### src/rtl/iact_pkg.sv
package iact_pkg;

    typedef enum logic [1:0] {
        ST_ALIGN = 2'd0,
        ST_LO    = 2'd1,
        ST_HI    = 2'd2,
        ST_SPILL = 2'd3
    } iact_state_e;

endpackage

### src/rtl/iact_compare.sv
module iact_compare #(
    parameter int ADDR_W  = 32,
    parameter int NUM_CMP = 2
) (
    input  logic [ADDR_W-1:1]         fetch_addr,
    input  logic [NUM_CMP*ADDR_W-1:0] cmp_addr,
    output logic [NUM_CMP-1:0]        hit_lo,
    output logic [NUM_CMP-1:0]        hit_hi
);
    localparam int HW_W = ADDR_W - 1;

    logic [HW_W-1:0] hw_lo;
    logic [HW_W-1:0] hw_hi;

    // both halfwords of the word are formed and compared together
    assign hw_lo = {fetch_addr[ADDR_W-1:2], 1'b0};
    assign hw_hi = {fetch_addr[ADDR_W-1:2], 1'b1};

    for (genvar i = 0; i < NUM_CMP; i++) begin : g_cmp
        logic [ADDR_W-1:0] ref_addr;
        assign ref_addr = cmp_addr[i*ADDR_W +: ADDR_W];
        // bit 0 of the comparator is copied in, so it never affects the result
        assign hit_lo[i] = ({hw_lo, ref_addr[0]} == ref_addr);
        assign hit_hi[i] = ({hw_hi, ref_addr[0]} == ref_addr);
    end

endmodule

### src/rtl/iact_tag_stage.sv
module iact_tag_stage #(
    parameter int NUM_CMP = 2
) (
    input  logic               clk,
    input  logic               rst_n,
    input  logic               flush,
    input  logic               load,
    input  logic               drop,
    input  logic [NUM_CMP-1:0] lo_in,
    input  logic [NUM_CMP-1:0] hi_in,
    output logic               buf_v,
    output logic [NUM_CMP-1:0] tag_lo,
    output logic [NUM_CMP-1:0] tag_hi
);

    always_ff @(posedge clk or negedge rst_n) begin
        if (!rst_n) begin
            buf_v  <= 1'b0;
            tag_lo <= '0;
            tag_hi <= '0;
        end else if (flush) begin
            buf_v  <= 1'b0;
        end else if (load) begin
            buf_v  <= 1'b1;
            tag_lo <= lo_in;
            tag_hi <= hi_in;
        end else if (drop) begin
            buf_v  <= 1'b0;
        end
    end

    a_r9_flush_empties: assert property (@(posedge clk) disable iff (!rst_n)
        flush |=> !buf_v);

    a_r2_tags_hold: assert property (@(posedge clk) disable iff (!rst_n)
        (buf_v && !load && !drop && !flush) |=> (buf_v && $stable(tag_lo) && $stable(tag_hi)));

    a_r2_load_fills: assert property (@(posedge clk) disable iff (!rst_n)
        (load && !flush) |=> buf_v);

endmodule

### src/rtl/iact_issue_fsm.sv
module iact_issue_fsm
    import iact_pkg::*;
#(
    parameter int NUM_CMP = 2,
    parameter int ID_W    = 1
) (
    input  logic               clk,
    input  logic               rst_n,
    input  logic               flush,
    input  logic               fetch_valid,
    input  logic               fetch_hi,
    input  logic               buf_v,
    input  logic [NUM_CMP-1:0] tag_lo,
    input  logic [NUM_CMP-1:0] tag_hi,
    input  logic               dec_is32,
    input  logic               dec_block,
    input  logic [NUM_CMP-1:0] cmp_en,
    input  logic [NUM_CMP-1:0] stat_clr,
    output logic               fetch_ready,
    output logic               load,
    output logic               consume,
    output logic               evt_valid,
    output logic [ID_W-1:0]    evt_id,
    output logic [NUM_CMP-1:0] evt_status
);

    iact_state_e state, state_nx;

    logic               issue;
    logic [NUM_CMP-1:0] start_tag;
    logic [NUM_CMP-1:0] hits;
    logic [ID_W-1:0]    first_id;

    // issue needs a buffered word at a start position, no block, no flush
    assign issue     = buf_v && !flush && !dec_block &&
                       ((state == ST_LO) || (state == ST_HI));
    // the word leaves when its last halfword is used
    assign consume   = issue && ((state == ST_HI) || dec_is32);
    assign fetch_ready = !buf_v || consume;
    assign load      = fetch_valid && fetch_ready;

    // only the start halfword's tags are looked at
    assign start_tag = (state == ST_HI) ? tag_hi : tag_lo;
    assign hits      = start_tag & cmp_en;

    // lowest-numbered hit wins
    always_comb begin
        first_id = '0;
        for (int i = NUM_CMP - 1; i >= 0; i--) begin
            if (hits[i]) first_id = ID_W'(i);
        end
    end

    always_comb begin
        state_nx = state;
        unique case (state)
            ST_ALIGN: if (load)  state_nx = fetch_hi ? ST_HI : ST_LO;
            ST_LO:    if (issue) state_nx = dec_is32 ? ST_LO : ST_HI;
            ST_HI:    if (issue) state_nx = dec_is32 ? ST_SPILL : ST_LO;
            ST_SPILL: if (buf_v) state_nx = ST_HI;
            default:             state_nx = ST_ALIGN;
        endcase
        if (flush) state_nx = ST_ALIGN;
    end

    always_ff @(posedge clk or negedge rst_n) begin
        if (!rst_n) state <= ST_ALIGN;
        else        state <= state_nx;
    end

    always_ff @(posedge clk or negedge rst_n) begin
        if (!rst_n) begin
            evt_valid  <= 1'b0;
            evt_id     <= '0;
            evt_status <= '0;
        end else begin
            evt_valid  <= issue && (|hits);
            if (issue && (|hits)) evt_id <= first_id;
            // set wins over clear
            evt_status <= (evt_status & ~stat_clr) | (issue ? hits : '0);
        end
    end

    a_r8_event_marks_status: assert property (@(posedge clk) disable iff (!rst_n)
        evt_valid |-> evt_status[evt_id]);

    a_r5_block_no_event: assert property (@(posedge clk) disable iff (!rst_n)
        dec_block |=> !evt_valid);

    a_r4_tail_no_event: assert property (@(posedge clk) disable iff (!rst_n)
        (state == ST_SPILL) |=> !evt_valid);

    a_r9_flush_no_event: assert property (@(posedge clk) disable iff (!rst_n)
        flush |=> !evt_valid);

endmodule

### src/rtl/iac_tagger.sv
module iac_tagger #(
    parameter int ADDR_W  = 32,
    parameter int NUM_CMP = 2,
    parameter int ID_W    = (NUM_CMP > 1) ? $clog2(NUM_CMP) : 1
) (
    input  logic                      clk,
    input  logic                      rst_n,
    input  logic                      fetch_valid,
    input  logic [ADDR_W-1:1]         fetch_addr,
    output logic                      fetch_ready,
    input  logic                      flush,
    input  logic                      dec_is32,
    input  logic                      dec_block,
    input  logic [NUM_CMP*ADDR_W-1:0] cmp_addr,
    input  logic [NUM_CMP-1:0]        cmp_en,
    input  logic [NUM_CMP-1:0]        stat_clr,
    output logic                      tag_valid,
    output logic [NUM_CMP-1:0]        tag_lo,
    output logic [NUM_CMP-1:0]        tag_hi,
    output logic                      evt_valid,
    output logic [ID_W-1:0]           evt_id,
    output logic [NUM_CMP-1:0]        evt_status
);

    logic [NUM_CMP-1:0] hit_lo;
    logic [NUM_CMP-1:0] hit_hi;
    logic               load;
    logic               consume;

    iact_compare #(
        .ADDR_W  (ADDR_W),
        .NUM_CMP (NUM_CMP)
    ) u_cmp (
        .fetch_addr (fetch_addr),
        .cmp_addr   (cmp_addr),
        .hit_lo     (hit_lo),
        .hit_hi     (hit_hi)
    );

    iact_tag_stage #(
        .NUM_CMP (NUM_CMP)
    ) u_stage (
        .clk    (clk),
        .rst_n  (rst_n),
        .flush  (flush),
        .load   (load),
        .drop   (consume),
        .lo_in  (hit_lo),
        .hi_in  (hit_hi),
        .buf_v  (tag_valid),
        .tag_lo (tag_lo),
        .tag_hi (tag_hi)
    );

    iact_issue_fsm #(
        .NUM_CMP (NUM_CMP),
        .ID_W    (ID_W)
    ) u_fsm (
        .clk         (clk),
        .rst_n       (rst_n),
        .flush       (flush),
        .fetch_valid (fetch_valid),
        .fetch_hi    (fetch_addr[1]),
        .buf_v       (tag_valid),
        .tag_lo      (tag_lo),
        .tag_hi      (tag_hi),
        .dec_is32    (dec_is32),
        .dec_block   (dec_block),
        .cmp_en      (cmp_en),
        .stat_clr    (stat_clr),
        .fetch_ready (fetch_ready),
        .load        (load),
        .consume     (consume),
        .evt_valid   (evt_valid),
        .evt_id      (evt_id),
        .evt_status  (evt_status)
    );

endmodule

### config.mk
export PLATFORM = sky130hd
export DESIGN_NAME = iac_tagger
export DESIGN_NICKNAME = d
export VERILOG_FILES = /design/src/rtl/iact_pkg.sv /design/src/rtl/iact_compare.sv /design/src/rtl/iact_tag_stage.sv /design/src/rtl/iact_issue_fsm.sv /design/src/rtl/iac_tagger.sv
export SDC_FILE = /design/constraint.sdc
export NUM_CORES = 1
export LEC_CHECK = 0
export ABC_AREA = 1
export ABC_CLOCK_PERIOD_IN_PS = 3200
export BUFFER_PORTS_ARGS = -buffer_cell sky130_fd_sc_hd__clkbuf_2
export CORE_AREA = 5 5 70 72
export DETAILED_ROUTE_END_ITERATION = 10
export DIE_AREA = 0 0 75 77
export PLACE_DENSITY = 0.85
export REMOVE_ABC_BUFFERS = 1
export SETUP_SLACK_MARGIN = 0.2
export SYNTH_ARGS = -nofsm -noshare
export SYNTH_HDL_FRONTEND = slang
export SYNTH_HIERARCHICAL = 1
export SYNTH_SLANG_ARGS = --single-unit
### constraint.sdc
create_clock -name clk -period 3.2 [get_ports clk]
set_input_delay 0 -clock clk [delete_from_list [all_inputs] [get_ports clk]]
set_output_delay 0 -clock clk [all_outputs]
set_load 0.05 [all_outputs]
# After elaboration in Yosys (flattened, before gate mapping)
# Cells that the tools add are included.
# word_totals
regBits	11
input_bits	105
output_inout_bits	10
elab_cells	56
# classes
eq_ne	11
n_mux	16
bitwise	5
n_reduce_logical	17
# ops
cell	count
$eq 31x31->1	4
$mux 2	10
$pmux 2 s4	1
$logic_and 1x1->1	6
$ne 3x2->1 const B	2
$ne 3x3->1 const B	2
$mux 1	5
$and 2x2->2	2
$eq 2x2->1 const B	2
$reduce_and 4->1	1
$logic_not 1->1	3
$logic_or 1x1->1	3
$reduce_bool 3->1	1
$eq 2x1->1 const B	1
$logic_not 2->1	1
$not 2->2	1
$or 2x2->2	1
$reduce_and 2->1	1
$reduce_or 2->1	1
$not 1->1	1

# Longest topological paths before layout
# Gate-level depths: netlist of run 1.
# depth
ltp_word	10
depth_mapped	12
depth_no_buf	12

# Cells and area by module
# Netlist of run 1, hierarchy kept.
# by_module_without_submodules
mod	instances	cells_each	area_per_inst_um2	seq_area_each_um2
iact_compare	1	326	1256.2	0.0
iact_issue_fsm	1	66	486.7	150.1
iact_tag_stage	1	22	196.4	125.1

# Least setup slack after synthesis of run 1
# Ideal clock, no wire load.
# synth_path
path_kind	register to register
start	register u_stage.buf_v
end	register u_stage.tag_hi[0]
setup_ps	119
arrival_time_ps	1578
required_ps	3081
setup_slack_ps	1503
stages_incl_launch_ff	10
n_path_buf	0
period_less_slack_ps	1697
cell_sequence	dfrtp_1 > nand2_1 > inv_2 > nand3_2 > nand2_2 > nand2_2 > inv_1 > nand2_2 > nand2_1 > nand2_1
# synth_via
elab_chain_cells	7
elab_cells_between_ends	8
cone_classes	reduce/logical (8)
# synth_rtl
item	line_no	source
from (decl)	iact_tag_stage.sv:11	output logic buf_v,
from (signal assigned)	iact_tag_stage.sv:18	buf_v <= 1'b0;
from (signal assigned)	iact_tag_stage.sv:22	buf_v <= 1'b0;
from (signal assigned)	iact_tag_stage.sv:24	buf_v <= 1'b1;
$logic_and 1x1->1 (3 in a row)	iact_issue_fsm.sv:35	assign issue = buf_v && !flush && !dec_block &&
$logic_and 1x1->1	iact_issue_fsm.sv:38	assign consume = issue && ((state == ST_HI) || dec_is32);
$logic_or 1x1->1 *	iact_issue_fsm.sv:39	assign fetch_ready = !buf_v || consume;
net fetch_ready	iac_tagger.sv:10	output logic fetch_ready,
$logic_and 1x1->1 *	iact_issue_fsm.sv:40	assign load = fetch_valid && fetch_ready;
net load	iac_tagger.sv:27	logic load;
$reduce_and 2->1 (no line) *	-	
to (signal assigned)	iact_tag_stage.sv:26	tag_hi <= hi_in;
to (decl)	iact_tag_stage.sv:13	output logic [NUM_CMP-1:0] tag_hi
# The timed path passes the listed nets; every way through them passes the cells marked *.
# A chain may end at the register's enable or synchronous reset.

# Worst setup path after layout of run 1
# layout_path
start	register u_fsm.state[0]
end	register u_stage.tag_lo[1]
# layout_via
elab_chain_cells	7
elab_cells_between_ends	9
cone_classes	eq/ne (2); reduce/logical (7)
# layout_rtl
item	line_no	source
from (decl)	iact_issue_fsm.sv:27	iact_state_e state, state_nx;
from (signal assigned)	iact_issue_fsm.sv:68	else state <= state_nx;
$eq 2x1->1 or $eq 2x2->1 (tied branches)	iact_issue_fsm.sv:36, iact_issue_fsm.sv:38	
$logic_or 1x1->1	iact_issue_fsm.sv:36	((state == ST_LO) || (state == ST_HI));
$logic_and 1x1->1	iact_issue_fsm.sv:35	
$logic_and 1x1->1 *	iact_issue_fsm.sv:38	
$logic_or 1x1->1 *	iact_issue_fsm.sv:39	
$logic_and 1x1->1 *	iact_issue_fsm.sv:40	
net load	iac_tagger.sv:27	
$reduce_and 2->1 (no line) *	-	
to (signal assigned)	iact_tag_stage.sv:25	tag_lo <= lo_in;
to (decl)	iact_tag_stage.sv:12	output logic [NUM_CMP-1:0] tag_lo,
# Marked as above.

==> metrics.txt, run 1 <==
status=finished clean; I/O pin cnt=between 100 and 150; Worst R2R Setup Slack=1.56 ns; Tcrit/Tclk final=51.4%; synth cell count leaders=216 x nand2_1, 97 x inv_1, 44 x nor2_1; Synth Area in Compound Gates=3.68%; Placer Congestion=0.864; Post-synth EDFFs=0; Starting Density=45.8%; vias in the first global route=2420; post-synthesis adder-cell area fraction=3.23%; Worst-path clk slew=approximately 0.050 ns; Arr. time, crit path=1.77 ns; M2 GR Usage=34.5%; Crit Path Class=flip-flop to flip-flop; final non-filler cell area=0.00264 mm2; Tot Pwr=0.000704 W; synthesized area=0.00194 mm2; via count=2534; CTS tree=built; H-tree levels=1; nets@finish=644; Detailed Place HPWL=4650 um; Post-Synthesis Cells=414; clk root buf=clkbuf_8; Avg Inst Size Synth=4.68 um2; Synth Area in XOR/XNOR=between 1.5 and 2%; Die H=roughly 77 um; Routed wire per std cell=8.76 um; Post-Synth Simple-Gate Area=57.4%; CP Cell Sequence=inv_1, ha_1, inv_2, nand2_2, nand3_2, nand2_2, nand2_2, inv_1, nand2_2, nand2_1, nand2_1; Detailed Routing Iterations Pass 1=4; worst skew pair latency=around 0.24 ns; most frequent cell on the critical path=nand2_2; Least-Margin Pin Slew=0.296 ns; initial antenna violation count=0; first-pass GRT wire length=8830 um; multiplexer area fraction after synthesis=0%; dominant synthesized flop cell=dfrtp_1; RSZ-0062 raised after global routing=false; pwr dens=around 270 mW/mm2; Synth Warn #=6; Slew HR=80.4%; overall global routing resource usage=a little under a fifth; register area=275 um2; Cell variety after synth=20; setup TNS=0 ns; highest achievable clock rate=slightly above 600 MHz; final clock skew=0.00297 ns; top-area cell type share of the netlist area=a little over two fifths; max-slew violation count=0; critical hold path startpoint=cmp_en[1]; Post-CTS Resized=0; Max FO, Critical Path=5; Initial DRC Count=82; Place WS=1.56 ns; combinational family with the most area after synthesis=simple AND/OR/NAND/NOR gates; total gr overflow=0; area of the multi-input gates=0.00128 mm2; Syn-to-layout area delta=36.1%; clock sinks=11; Port Buffers=112; met1 Use GR=20.7%; MaxCap Viol Count=0; Core Rows=24; maximum vdd ir drop=around 140 uV; Critical path origin=u_fsm/state[0]; area of the core=0.00423 mm2; Fillers=423; LEAKAGE=1.94 nW; clk buf depth=2; worst r2r src=u_fsm/state[0]; Worst EP required=3.33 ns; die width=75 um; Crit. End Element=flip-flop; total CTS buffers=3; Final ANT Viol Nets=0; share of cells above drive strength 1=about a quarter; number of hold violations in the final report=0; antenna cells=0; Final WS setup=1.56 ns; Seq cells post-synth=11; count leader, synth=nand2_1; Post-synth ARST share=100%; Die ar.=~0.0058 mm2; WL final=5130 um; post-synthesis sequential area ratio=14.2%; DP Area=0.00256 mm2; worst hold path type=input port to flip-flop; GR Layer Usage met3=1.44%; final setup vio count=0; fin crit period=1.64 ns; Critical Path Source Type=flip-flop; Synth area leaders=nand2_1 42%, inv_1 19%, dfrtp_1 14%; leading area contributor after synthesis=nand2_1; Worst path slowest cell=dfrtp_1; pin count of the biggest net entering global routing=12; busiest layer in global routing=met2; DR vias/cell=4.33; DRC Markers=0; Crit path largest cell delay=0.40 ns
[cells by family after synthesis]
logic type	Yosys count
fa+ha+maj	5
simple gates	282
xor+xnor	4
buf+inv	102
compound gates	10
flops	11
[worst paths after layout]
path,to,cells after the start
worst max-delay path,u_stage/tag_lo[1],11
worst min-delay path,u_fsm/evt_valid,3
worst max register to register,u_stage/tag_lo[1],11
worst min register to register,u_stage/tag_hi[1],2
max in group asynchronous,u_fsm/evt_status[1],2
min in group asynchronous,u_stage/tag_lo[1],2
[cell type report]
class | count | area share (%)
clock buffers | 4 | 1.71
inverters | 102 | 14.5
multi-input cells | 301 | 48.5
flip-flops and latches | 11 | 10.4
well taps | 52 | 2.46
repair buffers | 115 | 22.4
[critical path: cells and delay by family, from the launching register on]
kind / cells / cell delay, ns
simple gates: 7 / 0.50
buf+inv: 3 / 0.39
fa+ha+maj: 1 / 0.24
flops: 1 / 0.40
[state kept, by name (all words and copies together) (netlist names)]
signal,count
u_fsm/evt_valid,1
u_stage/buf_v,1
u_stage/tag_hi,2
u_fsm/evt_status,2
u_fsm/evt_id,1
u_fsm/state,2
u_stage/tag_lo,2
[where the power goes]
| part | internal [W] | switching [W] |
|---|---|---|
| Clock | 0.0000871 | 0.0000482 |
| Combinational | 0.000163 | 0.000236 |
| Sequential | 0.000155 | 0.0000134 |
| Total | 0.000406 | 0.000298 |
[routing by layer]
layer | share of wire, % | vias up
met5 | 0 | -
met4 | 1.5 | 0
met2 | 50 | 83
met1 | 42 | 1033
met3 | 7.2 | 8
li1 | - | 1410
[metrics by stage]
step | hold WS (ns) | utilization (%) | std cells
final | 0.0268 | 62.4 | 585
after global routing | 0.0328 | 62.4 | 585
after CTS | 0.0157 | 62.4 | 585
after detailed placement | -0.113 | 60.6 | 578
after global placement | -0.115 | 60.6 | 578
after floorplan | -0.296 | - | 414
[repair_timing]
action / in CTS / in global routing
hold endpoints to repair: 13 / 0
setup buffers: 0 / 0
hold buffers: 3 / 0
[cell usage in the layout, fill, tap and decap left out, types with 3 or more instances in the layout]
cell	Yosys	layout
a21oi_1	3	3
clkbuf_2	0	112
clkbuf_8	0	3
dfrtp_1	11	11
dlygate4sd3_1	0	3
ha_1	5	5
inv_1	97	97
inv_2	5	5
nand2_1	216	216
nand2_2	4	4
nand3_1	9	9
nor2_1	44	44
nor2_2	4	4
o21ai_0	4	4
No activity file was read; power rests on OpenSTA's default activity.
==> run 2: changes to the inputs <==
--- a/config.mk
+++ b/config.mk
@@ -5,13 +5,13 @@
 export SDC_FILE = /design/constraint.sdc
 export NUM_CORES = 1
 export LEC_CHECK = 0
-export ABC_AREA = 1
-export ABC_CLOCK_PERIOD_IN_PS = 3200
+export ABC_AREA = 0
+export ABC_CLOCK_PERIOD_IN_PS = 1550
 export BUFFER_PORTS_ARGS = -buffer_cell sky130_fd_sc_hd__clkbuf_2
-export CORE_AREA = 5 5 70 72
+export CORE_AREA = 5 5 65 67
 export DETAILED_ROUTE_END_ITERATION = 10
-export DIE_AREA = 0 0 75 77
-export PLACE_DENSITY = 0.85
+export DIE_AREA = 0 0 70 72
+export PLACE_DENSITY = 0.8
 export REMOVE_ABC_BUFFERS = 1
 export SETUP_SLACK_MARGIN = 0.2
 export SYNTH_ARGS = -nofsm -noshare
==> constraint.sdc (replaced) <==
create_clock -name clk -period 1.55 [get_ports clk]
set_input_delay 0 -clock clk [delete_from_list [all_inputs] [get_ports clk]]
set_output_delay 0 -clock clk [all_outputs]
set_load 0.05 [all_outputs]
==> metrics.txt, run 2 <==
Setup crit end=u_stage/tag_hi[1]; total gr overflow=0; count leader, synth=xor2_1; Least-Margin Pin Slew=0.417 ns; nets@finish=roughly 400; clock sinks=11; H-tree levels=1; die width=70 um; area of the core=0.00358 mm2; status=finished, violations left; final core utilization=65.5%; most frequent cells in the layout=111 x clkbuf_2, 60 x xor2_1, 14 x nor4_1, 13 x buf_4, 11 x dfrtp_1; leading area contributor after synthesis=xor2_1; Final ANT Viol Nets=0; Worst path slowest cell=dfrtp_1; worst r2r src=u_fsm/state[0]; Synth Warn #=6; Initial DRC Count=88; Slew HR=between 70% and 80%; Worst-path clk slew=about 0.07 ns; worst skew pair latency=0.27 ns; Crit. End Element=flip-flop; DR vias/cell=about 4.7; final clock skew=about 0.0033 ns; DRC Markers=0; number of hold violations in the final report=0; antenna cells=0; Tot Pwr=between 0.0015 and 0.002 W; Core Rows=22; final setup vio count=9; CTS tree=built; share of cells above drive strength 1=57.1%; CP Cell Sequence=inv_2, ha_4, nor3b_4, nand2_2, nand2_2, and2_4, nor2b_4, mux2_4; vias in the first global route=1756; Critical path origin=u_fsm/state[0]; Detailed Place HPWL=4070 um; Post-synth ARST share=100%; via count=1582; Levels on crit path=8; Port Buffers=about 110; WHS Path Cells=4; Die H=72 um; post-synthesis sequential area ratio=20.5%; Crit Path Class=flip-flop to flip-flop; RSZ-0062 raised after global routing=true; R2R cell count=8; Final WS setup=-0.287 ns; Syn-to-layout area delta=74.8%; Place WS=-0.353 ns; Post-synth EDFFs=0; I/O pin cnt=approximately 120; initial antenna violation count=0; Worst EP required=between 1.5 and 2 ns; LEAKAGE=approximately 1.2 nW; Cell variety after synth=27; highest achievable clock rate=~540 MHz; Placer Congestion=0.913; most frequent cell on the critical path=nand2_2; Synth area leaders=xor2_1 39%, dfrtp_1 21%, nor4_1 6.5%; Top delay family on crit path=simple AND/OR/NAND/NOR gates; top-area cell type share of the netlist area=39.2%; commonest non-fill, non-tap cell in the layout=clkbuf_2; Max FO, Critical Path=4; clk root buf=clkbuf_4; setup TNS=-1.91 ns; pin count of the biggest net entering global routing=12; fin crit period=1.84 ns; worst hold path type=input port to flip-flop; Critical Path Source Type=flip-flop; synthesized area=0.00134 mm2; Detailed Routing Iterations Pass 1=4; dominant synthesized flop cell=dfrtp_1; end of the worst register-to-register path=u_stage/tag_hi[1]; Post-Synthesis Cells=around 150; first-pass GRT wire length=7850 um; Avg Inst Size Synth=roughly 9 um2; Routed wire per std cell=between 15 and 20 um; WP buf/inv=1; Seq cells post-synth=11; Worst R2R Setup Slack=-0.29 ns; Starting Density=37.5%; overall global routing resource usage=19.3%; Arr. time, crit path=1.99 ns; max-slew violation count=0; WL final=5060 um; Crit path largest cell delay=0.36 ns; pwr dens=717 mW/mm2; synth cell count leaders=60 x xor2_1, 14 x nor4_1, 11 x dfrtp_1; total CTS buffers=3; MaxCap Viol Count=0; Fillers=between 300 and 400; maximum vdd ir drop=slightly below 300 uV; clk buf depth=2; failing checks=setup timing; Die ar.=0.00504 mm2; Tcrit/Tclk final=118%
## run 2: changes by cell type in the layout (fill, tap and decap cells not counted), moves of 4 or more
cell,change
nand2_1,-209
inv_1,-92
xor2_1,+58
nor2_1,-40
nor4_1,+14
buf_4,+13
nand3_1,-7
mux2_4,+5
buf_6,+4
nor2_2,-4
o21ai_0,-4
## run 2: repair_timing
action                     in CTS  in global routing
setup endpoints to repair      12                 12
pin swaps                       5                 10
hold endpoints to repair       15                  0
buffers inserted                4                  3
gates resized for setup        29                 13
hold buffers                    5                  0
## run 2: cell type report
| class | instances | area (um2) | share of cell area (%) |
|---|---|---|---|
| tap | 48 | 60.1 | 2.56 |
| multi-input combinational | 131 | 1180 | 50.5 |
| clock buffer | 4 | 26.3 | 1.12 |
| timing repair buffer | 134 | 773 | 33.0 |
| sequential | 11 | 275 | 11.7 |
| inverter | 7 | 26.3 | 1.12 |
## run 2: routing by layer
metal	routed length (um)	track usage (%)	up-vias
met5	0	0	-
met4	112	4.47	0
met3	210	2.35	12
met2	2860	39.0	53
met1	1880	21.2	723
li1	-	-	794
## run 2: power by group
| group | leakage (nW) | switching, W | internal (W) | total (W) |
|---|---|---|---|---|
| Combinational | 1.06 | 0.000544 | 0.000612 | 0.00116 |
| Sequential | 0.146 | 0.0000166 | 0.000309 | 0.000326 |
| Clock | 0.0150 | 0.0000995 | 0.0000999 | 0.000199 |
| Total | 1.22 | 0.000660 | 0.00102 | 0.00168 |
## run 2: logic make-up (layout without fill, tap and decap cells)
| logic type | after synthesis | count (layout) | synth area share [%] |
|---|---|---|---|
| AO/OA/AOI/OAI | 12 | 12 | 7.18 |
| XOR/XNOR | 60 | 60 | 39.2 |
| adder cells (fa/ha/maj) | 5 | 5 | 4.66 |
| buffers and inverters | 7 | 145 | 1.96 |
| flip-flops | 11 | 11 | 20.5 |
| multiplexers | 6 | 6 | 5.04 |
| AND/OR/NAND/NOR | 48 | 48 | 21.5 |
## run 2: per-stage QoR
stage / hold WS (ns) / area, um2 / cells
2_1_floorplan: -0.296 / 1340 / 149
3_5_place_dp: -0.107 / 2040 / 319
4_1_cts: 0.0293 / 2270 / 332
6_report: 0.0989 / 2340 / 335
5_1_grt: 0.0783 / 2340 / 335
3_3_place_gp: -0.106 / 2040 / 319
## run 2: how the worst min path moves through the flow
stage	start	end	slack, ns
6_report	fetch_addr[1]	u_fsm/state[0]	0.1
5_1_grt	fetch_addr[1]	u_fsm/state[0]	0.08
4_1_cts	fetch_addr[1]	u_fsm/state[0]	0.03
3_5_place_dp	rst_n	u_fsm/evt_valid	-0.11
3_3_place_gp	rst_n	u_fsm/evt_valid	-0.11
2_1_floorplan	rst_n	u_fsm/evt_id	-0.30
## run 2: worst min-delay path: cells and delay by family
kind / cells / cell delay, ns
compound gates: 1 / 0.06
buf+inv: 1 / 0.10
simple gates: 2 / 0.18
